## src/rtl/lwr_pkg.sv

```systemverilog
package lwr_pkg;

    localparam int LW_ADDR_W = 32;
    localparam int LW_ATTR_W = 5;
    localparam int LW_DATA_W = 32;
    localparam int LW_BEATS  = 4;
    localparam int LW_IGN_W  = 3;

    localparam logic [1:0] SIZ_NONE = 2'b00;
    localparam logic [1:0] SIZ_LINE = 2'b11;

    typedef enum logic [1:0] {
        S_IDLE = 2'd0,
        S_ADDR = 2'd1,
        S_BEAT = 2'd2,
        S_END  = 2'd3
    } lw_state_e;

    typedef struct packed {
        logic                enable;
        logic [LW_IGN_W-1:0] count;
    } ign_cfg_t;

    // A zero count with the mode enabled is equivalent to disabled.
    function automatic logic [LW_IGN_W-1:0] ign_delay(input ign_cfg_t cfg);
        return cfg.enable ? cfg.count : '0;
    endfunction

endpackage

```

## src/rtl/lwr_ign_timer.sv

```systemverilog
module lwr_ign_timer #(
    parameter int CNT_W = 3
) (
    input  logic             clk,
    input  logic             rst,
    input  logic             load,
    input  logic             active,
    input  logic [CNT_W-1:0] delay,
    output logic             sample,
    output logic             first
);
    logic [CNT_W-1:0] remain_q;
    logic             live_q;

    always_ff @(posedge clk) begin
        if (rst) begin
            remain_q <= '0;
            live_q   <= 1'b0;
        end else if (load) begin
            remain_q <= delay;
            live_q   <= 1'b0;
        end else if (active) begin
            if (remain_q != '0) begin
                remain_q <= remain_q - 1'b1;
            end else begin
                live_q <= 1'b1;
            end
        end
    end

    assign sample = active && (remain_q == '0);
    assign first  = sample && !live_q;
endmodule

```

## src/rtl/lwr_beat_path.sv

```systemverilog
module lwr_beat_path #(
    parameter int DATA_W = 32,
    parameter int BEATS  = 4,
    localparam int BW    = (BEATS > 1) ? $clog2(BEATS) : 1,
    localparam int LINE_W = DATA_W * BEATS
) (
    input  logic              clk,
    input  logic              rst,
    input  logic              capture,
    input  logic [LINE_W-1:0] line_in,
    input  logic              clear,
    input  logic              advance,
    output logic [BW-1:0]     beat_idx,
    output logic              last_beat,
    output logic [DATA_W-1:0] word
);
    logic [LINE_W-1:0] line_q;
    logic [BW-1:0]     beat_q;
    logic [DATA_W-1:0] words [BEATS];

    always_ff @(posedge clk) begin
        if (rst) begin
            line_q <= '0;
            beat_q <= '0;
        end else begin
            if (capture) line_q <= line_in;
            if (clear) begin
                beat_q <= '0;
            end else if (advance) begin
                beat_q <= beat_q + 1'b1;
            end
        end
    end

    for (genvar g = 0; g < BEATS; g++) begin : g_word
        assign words[g] = line_q[g*DATA_W +: DATA_W];
    end

    assign word      = words[beat_q];
    assign beat_idx  = beat_q;
    assign last_beat = (beat_q == BW'(BEATS - 1));
endmodule

```

## src/rtl/lwr_seq.sv

```systemverilog
module lwr_seq
    import lwr_pkg::*;
#(
    parameter int ADDR_W = LW_ADDR_W,
    parameter int ATTR_W = LW_ATTR_W,
    parameter int DATA_W = LW_DATA_W,
    parameter int BEATS  = LW_BEATS,
    localparam int BW    = (BEATS > 1) ? $clog2(BEATS) : 1,
    localparam int LINE_W = DATA_W * BEATS
) (
    input  logic                clk,
    input  logic                rst,
    input  logic                req_valid,
    output logic                req_ready,
    input  logic [ADDR_W-1:0]   req_addr,
    input  logic [ATTR_W-1:0]   req_attr,
    input  logic [LINE_W-1:0]   req_data,
    input  logic                cfg_ign_en,
    input  logic [LW_IGN_W-1:0] cfg_ign_cnt,
    output logic [ADDR_W-1:0]   bus_addr,
    output logic [ATTR_W-1:0]   bus_attr,
    output logic                bus_ts,
    output logic                bus_tip,
    output logic                bus_rw,
    output logic [1:0]          bus_siz,
    output logic [DATA_W-1:0]   bus_dout,
    output logic                bus_oe,
    output logic                bus_sas,
    input  logic                bus_ta,
    input  logic                bus_tbi,
    output logic                done,
    output logic                burst_refused
);
    lw_state_e         state_q, state_d;
    logic [ADDR_W-1:0] addr_q;
    logic [ATTR_W-1:0] attr_q;
    logic              refused_q;
    ign_cfg_t          cfg;

    logic              accept, in_beat, sample, first_sample, ack;
    logic              finish, load, advance;
    logic [BW-1:0]     beat_idx;
    logic              last_beat;
    logic [DATA_W-1:0] word;

    assign cfg.enable = cfg_ign_en;
    assign cfg.count  = cfg_ign_cnt;

    assign accept  = (state_q == S_IDLE) && req_valid;
    assign in_beat = (state_q == S_BEAT);
    assign ack     = sample && bus_ta;
    // Burst inhibit only matters with the first acknowledge of the line.
    assign finish  = last_beat || ((beat_idx == '0) && bus_tbi);
    assign load    = (state_q == S_ADDR) || (in_beat && ack && !finish);
    assign advance = in_beat && ack && !finish;

    lwr_ign_timer #(.CNT_W(LW_IGN_W)) u_timer (
        .clk    (clk),
        .rst    (rst),
        .load   (load),
        .active (in_beat),
        .delay  (ign_delay(cfg)),
        .sample (sample),
        .first  (first_sample)
    );

    lwr_beat_path #(.DATA_W(DATA_W), .BEATS(BEATS)) u_beats (
        .clk       (clk),
        .rst       (rst),
        .capture   (accept),
        .line_in   (req_data),
        .clear     (state_q == S_ADDR),
        .advance   (advance),
        .beat_idx  (beat_idx),
        .last_beat (last_beat),
        .word      (word)
    );

    always_comb begin
        state_d = state_q;
        unique case (state_q)
            S_IDLE: if (req_valid) state_d = S_ADDR;
            S_ADDR: state_d = S_BEAT;
            S_BEAT: if (ack && finish) state_d = S_END;
            S_END:  state_d = S_IDLE;
            default: state_d = S_IDLE;
        endcase
    end

    always_ff @(posedge clk) begin
        if (rst) begin
            state_q   <= S_IDLE;
            addr_q    <= '0;
            attr_q    <= '0;
            refused_q <= 1'b0;
        end else begin
            state_q <= state_d;
            if (accept) begin
                addr_q    <= req_addr;
                attr_q    <= req_attr;
                refused_q <= 1'b0;
            end else if (in_beat && ack && (beat_idx == '0) && bus_tbi) begin
                refused_q <= 1'b1;
            end
        end
    end

    assign req_ready     = (state_q == S_IDLE);
    assign bus_addr      = addr_q;
    assign bus_attr      = attr_q;
    assign bus_ts        = (state_q == S_ADDR);
    assign bus_tip       = (state_q == S_ADDR) || in_beat;
    assign bus_rw        = !bus_tip;
    assign bus_siz       = bus_tip ? SIZ_LINE : SIZ_NONE;
    assign bus_oe        = in_beat;
    assign bus_dout      = in_beat ? word : '0;
    assign bus_sas       = first_sample;
    assign done          = (state_q == S_END);
    assign burst_refused = (state_q == S_END) && refused_q;
endmodule

```

## config.mk

```make
export PLATFORM = sky130hd
export DESIGN_NAME = lwr_seq
export DESIGN_NICKNAME = d
export VERILOG_FILES = /design/src/rtl/lwr_pkg.sv /design/src/rtl/lwr_ign_timer.sv /design/src/rtl/lwr_beat_path.sv /design/src/rtl/lwr_seq.sv
export SDC_FILE = /design/constraint.sdc
export NUM_CORES = 1
export LEC_CHECK = 0
export BUFFER_PORTS_ARGS = -buffer_cell sky130_fd_sc_hd__buf_2
export CAP_MARGIN = 20
export CORE_AREA = 5 5 157 159
export DETAILED_ROUTE_END_ITERATION = 8
export DIE_AREA = 0 0 162 164
export PLACE_DENSITY = 0.58
export SYNTH_ARGS = -nofsm -noshare
export SYNTH_HDL_FRONTEND = slang
export SYNTH_HIERARCHICAL = 1
export SYNTH_SLANG_ARGS = --single-unit
```

## constraint.sdc

```tcl
create_clock -name clk -period 2.75 [get_ports clk]
set_clock_uncertainty 0.15 [all_clocks]
set_input_delay 0.275 -clock clk [delete_from_list [all_inputs] [get_ports clk]]
set_output_delay 0.275 -clock clk [all_outputs]
set_load 0.03 [all_outputs]
```

==> flow_summary.yaml, run 1 <==
synthesis:
  ys_warn_count: 6
  ys_seq_elements: 174
  synthArstFlopShare: 0
  synth_edf_count: 0
  synthesis.instances: 715
  synth.distinct_cells: 40
  synthesis.area_mm2: 0.00746
  seq_area_frac_synth: 0.467
  avgSynthCellArea_um2: 10.4
  syn-num-nets: 897
  synthFlopType: "dfxtp_1"
cells_and_area:
  syn_to_final_growth_pct: 50.1
  antenna_cells: 0
  fillers: 2103
  final_cells: 1412
  layout_common_cells: "buf_2, dfxtp_1, dlygate4sd3_1"
  layout_commonest_cell: "buf_2"
  seq_area_mm2: 0.00349
  nNetsFinal: 1291
  drive_gt1_frac: 0.303
  multi_input_area_mm2: 0.00360
sta:
  relSlewSlack: 0.576
  tightest_slew_ns: 0.635
  rsz0062_at_grt: "no"
  fin_hold_ws_ns: 0.0528
  fin_setup_tns_ns: 0
  timing.final.hold_violations: 0
  layout_worst_path_cycle_share: 0.928
  max_freq_ghz: 0.392
  finalSetupViolCount: 0
  slew_violations: 0
  period_needed_ns: 2.55
grt:
  grt_pass1_vias: 6657
  antenna_found_initial: 1
  grt_start_max_net_pins: 73
  grt-ovfl-total: 0
  grt_pass1_wl_mm: 34.2
  grt_use_total: 0.158
power_and_ir_drop:
  internal_power_mw: 5.68
  swShare: 0.358
  vdd_drop_max_mv: 0.511
  p_switching_mw: 3.17
  comb_power_share: 0.354
  share_seq_of_total_power: 0.363
  clkPwrFrac: 0.283
  p_leak_nw: 4.98
  powerDensity_mw_per_mm2: 790
drt:
  drt_iter0_drc: 352
  wl_per_cell_um: 15.1
  viasPerCell: 4.58
  drc_errors: 0
  num_vias: 6471
  postRouteAntennaNets: 0
  routed_wl_mm: 21.3
  drtPass1Iterations: 4
cts:
  cts_buffers: 17
  cts-root-buf: "clkbuf_16"
  post_cts_buffers: 0
  cts_tree: "yes"
  cts.path.max_buffers: 2
  clock_sinks: 174
  cts.clk_slew.worst_paths_ns: 0.07
  clk-insertion-delay-late_ns: 0.42
  h-tree-depth: 4
worst_setup_path:
  cp_max_fo: 31
  path_cells: "buf_4, mux4_2, and2_1, buf_2"
  crit_path_end_kind: "output pin"
  worst_path_max_delay_cell: "buf_4"
  cp_slowest_stage_delay_ns: 0.50
  cp-start-kind: "register"
  worstPathRequired_ns: 2.33
  cp_top_family: "buffers and inverters"
  critPathBufInv: 2
  worst-setup-path-type: "register to output pin"
  crit_arrival_ns: 2.13
placed_design:
  routabilityCongestion: 0.736
  io_buffers: 252
  dp.cells: 1215
  dpl.hpwl_mm: 13.8
floorplan:
  die_h_um: 164
  core_mm2: 0.0231
  ioPinCount: 253
  die_x_um: 162
  start_util: 0.323
  die-area_mm2: 0.0266
  rows: 56
run_status:
  status: "finished clean"
worst_hold_path:
  min_path_type: "input port to register"
run:
  cap_viol_max_count: 0
## path summary, 6_finish.rpt
kind                                    start                          endpoint  slack [ns]  depth (start not counted)
min                                 req_valid           state_q[0]$_SDFFE_PP0P_        0.05                          3
max          u_beats/beat_idx[1]$_SDFFE_PP0P_                      bus_dout[24]        0.20                          4
min reg2reg         bus_addr[26]$_SDFFE_PP0P_         bus_addr[26]$_SDFFE_PP0P_        0.30                          2
max reg2reg           state_q[0]$_SDFFE_PP0P_  u_timer/remain_q[0]$_SDFFE_PP0P_        0.27                          8
## cells in the mapped netlist, drive strengths merged, types with 2 or more instances
library cell	n	area share
dfxtp	174	0.47
nor2	131	0.066
mux2i	130	0.17
nand2	76	0.038
a21oi	38	0.025
buf	37	0.038
and2	36	0.030
mux4	32	0.098
clkbuf	17	0.0086
ha	8	0.013
inv	8	0.0044
nor3	5	0.0034
nand2b	3	0.0035
nor2b	2	0.0017
## tightest hold or removal path, delay by kind of cell
family,cells,cell delay [ns]
buffers and inverters,1,0.08
AO/OA/AOI/OAI,1,0.06
AND/OR/NAND/NOR,1,0.14
## stage by stage
| step | power [mW] | instance area [um^2] | setup slack (ns) | utilization |
|---|---|---|---|---|
| finish | 8.85 | 11200 | 0.197 | 0.484 |
| floorplan | 5.56 | 7460 | 0.302 | - |
| global placement | 6.18 | 8920 | 0.321 | 0.386 |
| detailed placement | 6.22 | 8920 | 0.272 | 0.386 |
| global route | 9.37 | 11200 | 0.107 | 0.484 |
| CTS | 8.95 | 11200 | 0.154 | 0.484 |
## power by group through the flow
stage	Clock, mW	Sequential, mW	Combinational (mW)
global placement	0	3.26	2.92
detailed placement	0	3.27	2.95
global route	2.70	3.27	3.40
finish	2.50	3.22	3.13
floorplan	0	3.39	2.17
CTS	2.59	3.21	3.15
## area by class of cell
class	count	area share
multi-input cells	479	0.321
flip-flops and latches	174	0.311
repair buffers	429	0.275
clock buffers	17	0.0380
well taps	290	0.0324
clock inverters	15	0.0178
inverters	8	0.00358
## what timing repair did
item / CTS / global route
resized for setup: 0 / 0
hold buffers: 165 / 0
hold endpoints to repair: 165 / 0
## cells by family (layout without fill, tap and decap cells)
kind of cell | after synthesis | after routing | share of synthesized area
flip-flops | 174 | 174 | 0.467
multiplexers | 162 | 162 | 0.273
AND/OR/NAND/NOR | 260 | 260 | 0.153
XOR/XNOR | 1 | 1 | 0.00117
adder cells (fa/ha/maj) | 8 | 8 | 0.0134
buffers and inverters | 62 | 469 | 0.0511
AO/OA/AOI/OAI | 48 | 48 | 0.0421
## layer usage
layer | GRT usage | up-vias | part of all wire
li1 | - | 3221 | -
met1 | 0.205 | 3021 | 0.45
met2 | 0.263 | 204 | 0.48
met3 | 0.0439 | 23 | 0.064
met4 | 0.0384 | 2 | 0.011
met5 | 0 | - | 0.00061
## registers in the layout, summed over array words and instances (netlist names)
name and count:
bus_addr 32, bus_attr 5, refused_q 1, state_q 2
u_beats/beat_idx 2, u_beats/line_q 128, u_timer/live_q 1, u_timer/remain_q 3
Note: power is estimated with default switching activity, not from simulation.
==> run 2: changes to the inputs <==
RECOVER_POWER = 100   (was default)
==> run 2 against run 1 <==
  * Non-clock buffer count stayed put
  * Register-to-register slack is essentially flat
  * Worst hold slack worse by 0.00083 ns
  * Worst setup slack got worse by 0.0090 ns
  * Cell area down 0.97%
  * Die area stayed put
  * Sequential share of layout area grew 0.31 points
  * Maximum frequency shrank 0.35%
  * Critical path depth unchanged
  * Global-route usage did not move
  * First-iteration DRC count is 2.8% higher
  * Largest cell class unchanged
  * Highest routed layer unchanged
==> flow_summary.yaml, run 2 (synthesis gave the netlist of run 1 again) <==
run_status:
  status: "finished clean"
worst_setup_path:
  cp_slowest_stage_delay_ns: 0.50
  cp_max_fo: 31
  crit_arrival_ns: 2.14
  crit_path_end_kind: "output pin"
  worst_path_max_delay_cell: "buf_4"
  cp_top_family: "buffers and inverters"
  critPathBufInv: 2
  path_cells: "buf_4, mux4_2, and2_1, clkbuf_2"
  worstPathRequired_ns: 2.33
  worst-setup-path-type: "register to output pin"
  cp-start-kind: "register"
floorplan:
  start_util: 0.323
  ioPinCount: 253
  core_mm2: 0.0231
  die_h_um: 164
  die-area_mm2: 0.0266
  rows: 56
  die_x_um: 162
sta:
  period_needed_ns: 2.56
  rsz0062_at_grt: "no"
  relSlewSlack: 0.499
  fin_setup_tns_ns: 0
  timing.final.hold_violations: 0
  tightest_slew_ns: 0.752
  layout_worst_path_cycle_share: 0.932
  slew_violations: 0
  fin_hold_ws_ns: 0.0519
  finalSetupViolCount: 0
  max_freq_ghz: 0.390
cells_and_area:
  largest_reg_flops: 128
  layout_commonest_cell: "buf_2"
  fillers: 2149
  multi_input_area_mm2: 0.00359
  seq_area_mm2: 0.00349
  final_util: 0.479
  layout_common_cells: "buf_2, dfxtp_1, dlygate4sd3_1"
  final_cells: 1412
  drive_gt1_frac: 0.260
  antenna_cells: 0
  syn_to_final_growth_pct: 48.6
  largest_register: "u_beats/line_q"
  nNetsFinal: 1291
grt:
  grt_use_total: 0.158
  antenna_found_initial: 1
  grt_pass1_vias: 6657
  grt_start_max_net_pins: 73
  grt-ovfl-total: 0
  grt_pass1_wl_mm: 34.2
worst_hold_path:
  min_path_type: "input port to register"
drt:
  routed_wl_mm: 21.4
  drc_errors: 0
  postRouteAntennaNets: 0
  drtPass1Iterations: 4
  wl_per_cell_um: 15.2
  drt_iter0_drc: 362
  num_vias: 6435
  viasPerCell: 4.56
cts:
  clock_sinks: 174
  cts_buffers: 17
  cts-root-buf: "clkbuf_16"
  clk-insertion-delay-late_ns: 0.42
  cts_resized: 0
  cts.clk_slew.worst_paths_ns: 0.07
  h-tree-depth: 4
  cts_tree: "yes"
  cts.path.max_buffers: 2
run:
  cap_viol_max_count: 0
power_and_ir_drop:
  p_leak_nw: 4.76
  powerDensity_mw_per_mm2: 789
  vdd_drop_max_mv: 0.472
placed_design:
  dp.cells: 1215
  dpl.hpwl_mm: 13.8
  routabilityCongestion: 0.736
  io_buffers: 252
==> run 2: cell count changes in the layout (fill, tap and decap cells not counted) <==
cell | before | now
clkbuf_1 | 0 | 47
and3b_1 | 0 | 1
clkbuf_4 | 0 | 3
buf_2 | 251 | 174
and3b_2 | 1 | 0
a21bo_4 | 1 | 0
clkbuf_2 | 0 | 32
buf_4 | 6 | 4
buf_12 | 6 | 3
a21bo_2 | 0 | 1
==> run 2: final cells by class <==
| type | instances | share of cell area |
|---|---|---|
| sequential | 174 | 0.314 |
| clock inverter | 15 | 0.0179 |
| timing repair buffer | 429 | 0.269 |
| inverter | 8 | 0.00361 |
| tap | 290 | 0.0327 |
| multi-input combinational | 479 | 0.324 |
| clock buffer | 17 | 0.0384 |
==> run 2: worst paths after layout <==
| kind | start | end | slack, ns | depth (start not counted) |
|---|---|---|---|---|
| setup / recovery | u_beats/beat_idx[1]$_SDFFE_PP0P_ | bus_dout[24] | 0.19 | 4 |
| hold / removal | req_valid | state_q[0]$_SDFFE_PP0P_ | 0.05 | 3 |
| setup reg to reg | state_q[0]$_SDFFE_PP0P_ | u_timer/remain_q[0]$_SDFFE_PP0P_ | 0.26 | 8 |
| hold reg to reg | bus_attr[1]$_SDFFE_PP0P_ | bus_attr[1]$_SDFFE_PP0P_ | 0.31 | 2 |
==> run 2: worst reg2reg max path, cell delays in order (launching register included) <==
cell	delay (ns)
dfxtp_1	0.34
inv_1	0.14
ha_2	0.36
and3b_1	0.28
nand2_1	0.09
nor4_2	0.29
or2_1	0.32
and4b_1	0.24
a2111oi_2	0.20
==> run 2: metal layers <==
| layer | track usage | share of wire | up-vias |
|---|---|---|---|
| li1 | - | - | 3219 |
| met1 | 0.205 | 0.45 | 2997 |
| met2 | 0.263 | 0.47 | 196 |
| met3 | 0.0439 | 0.062 | 21 |
| met4 | 0.0384 | 0.0099 | 2 |
| met5 | 0 | 0.00061 | - |
==> run 2: through the flow <==
step	instance area (um^2)	power, mW	setup WS [ns]
6_report	11100	8.75	0.188
5_1_grt	11100	9.28	0.0768
4_1_cts	11200	8.95	0.154
3_5_place_dp	8920	6.22	0.272
3_3_place_gp	8920	6.18	0.321
2_1_floorplan	7460	5.56	0.302
==> run 2: power by group <==
group          switching [mW]  internal, mW  total (mW)
Sequential              0.236          2.98        3.22
Clock                    1.18          1.32        2.50
Combinational            1.75          1.28        3.03
Total                    3.17          5.58        8.75
==> run 2: what timing repair did <==
action,CTS,global route
hold endpoints to repair,165,0
setup buffers,0,0
hold buffers,165,0
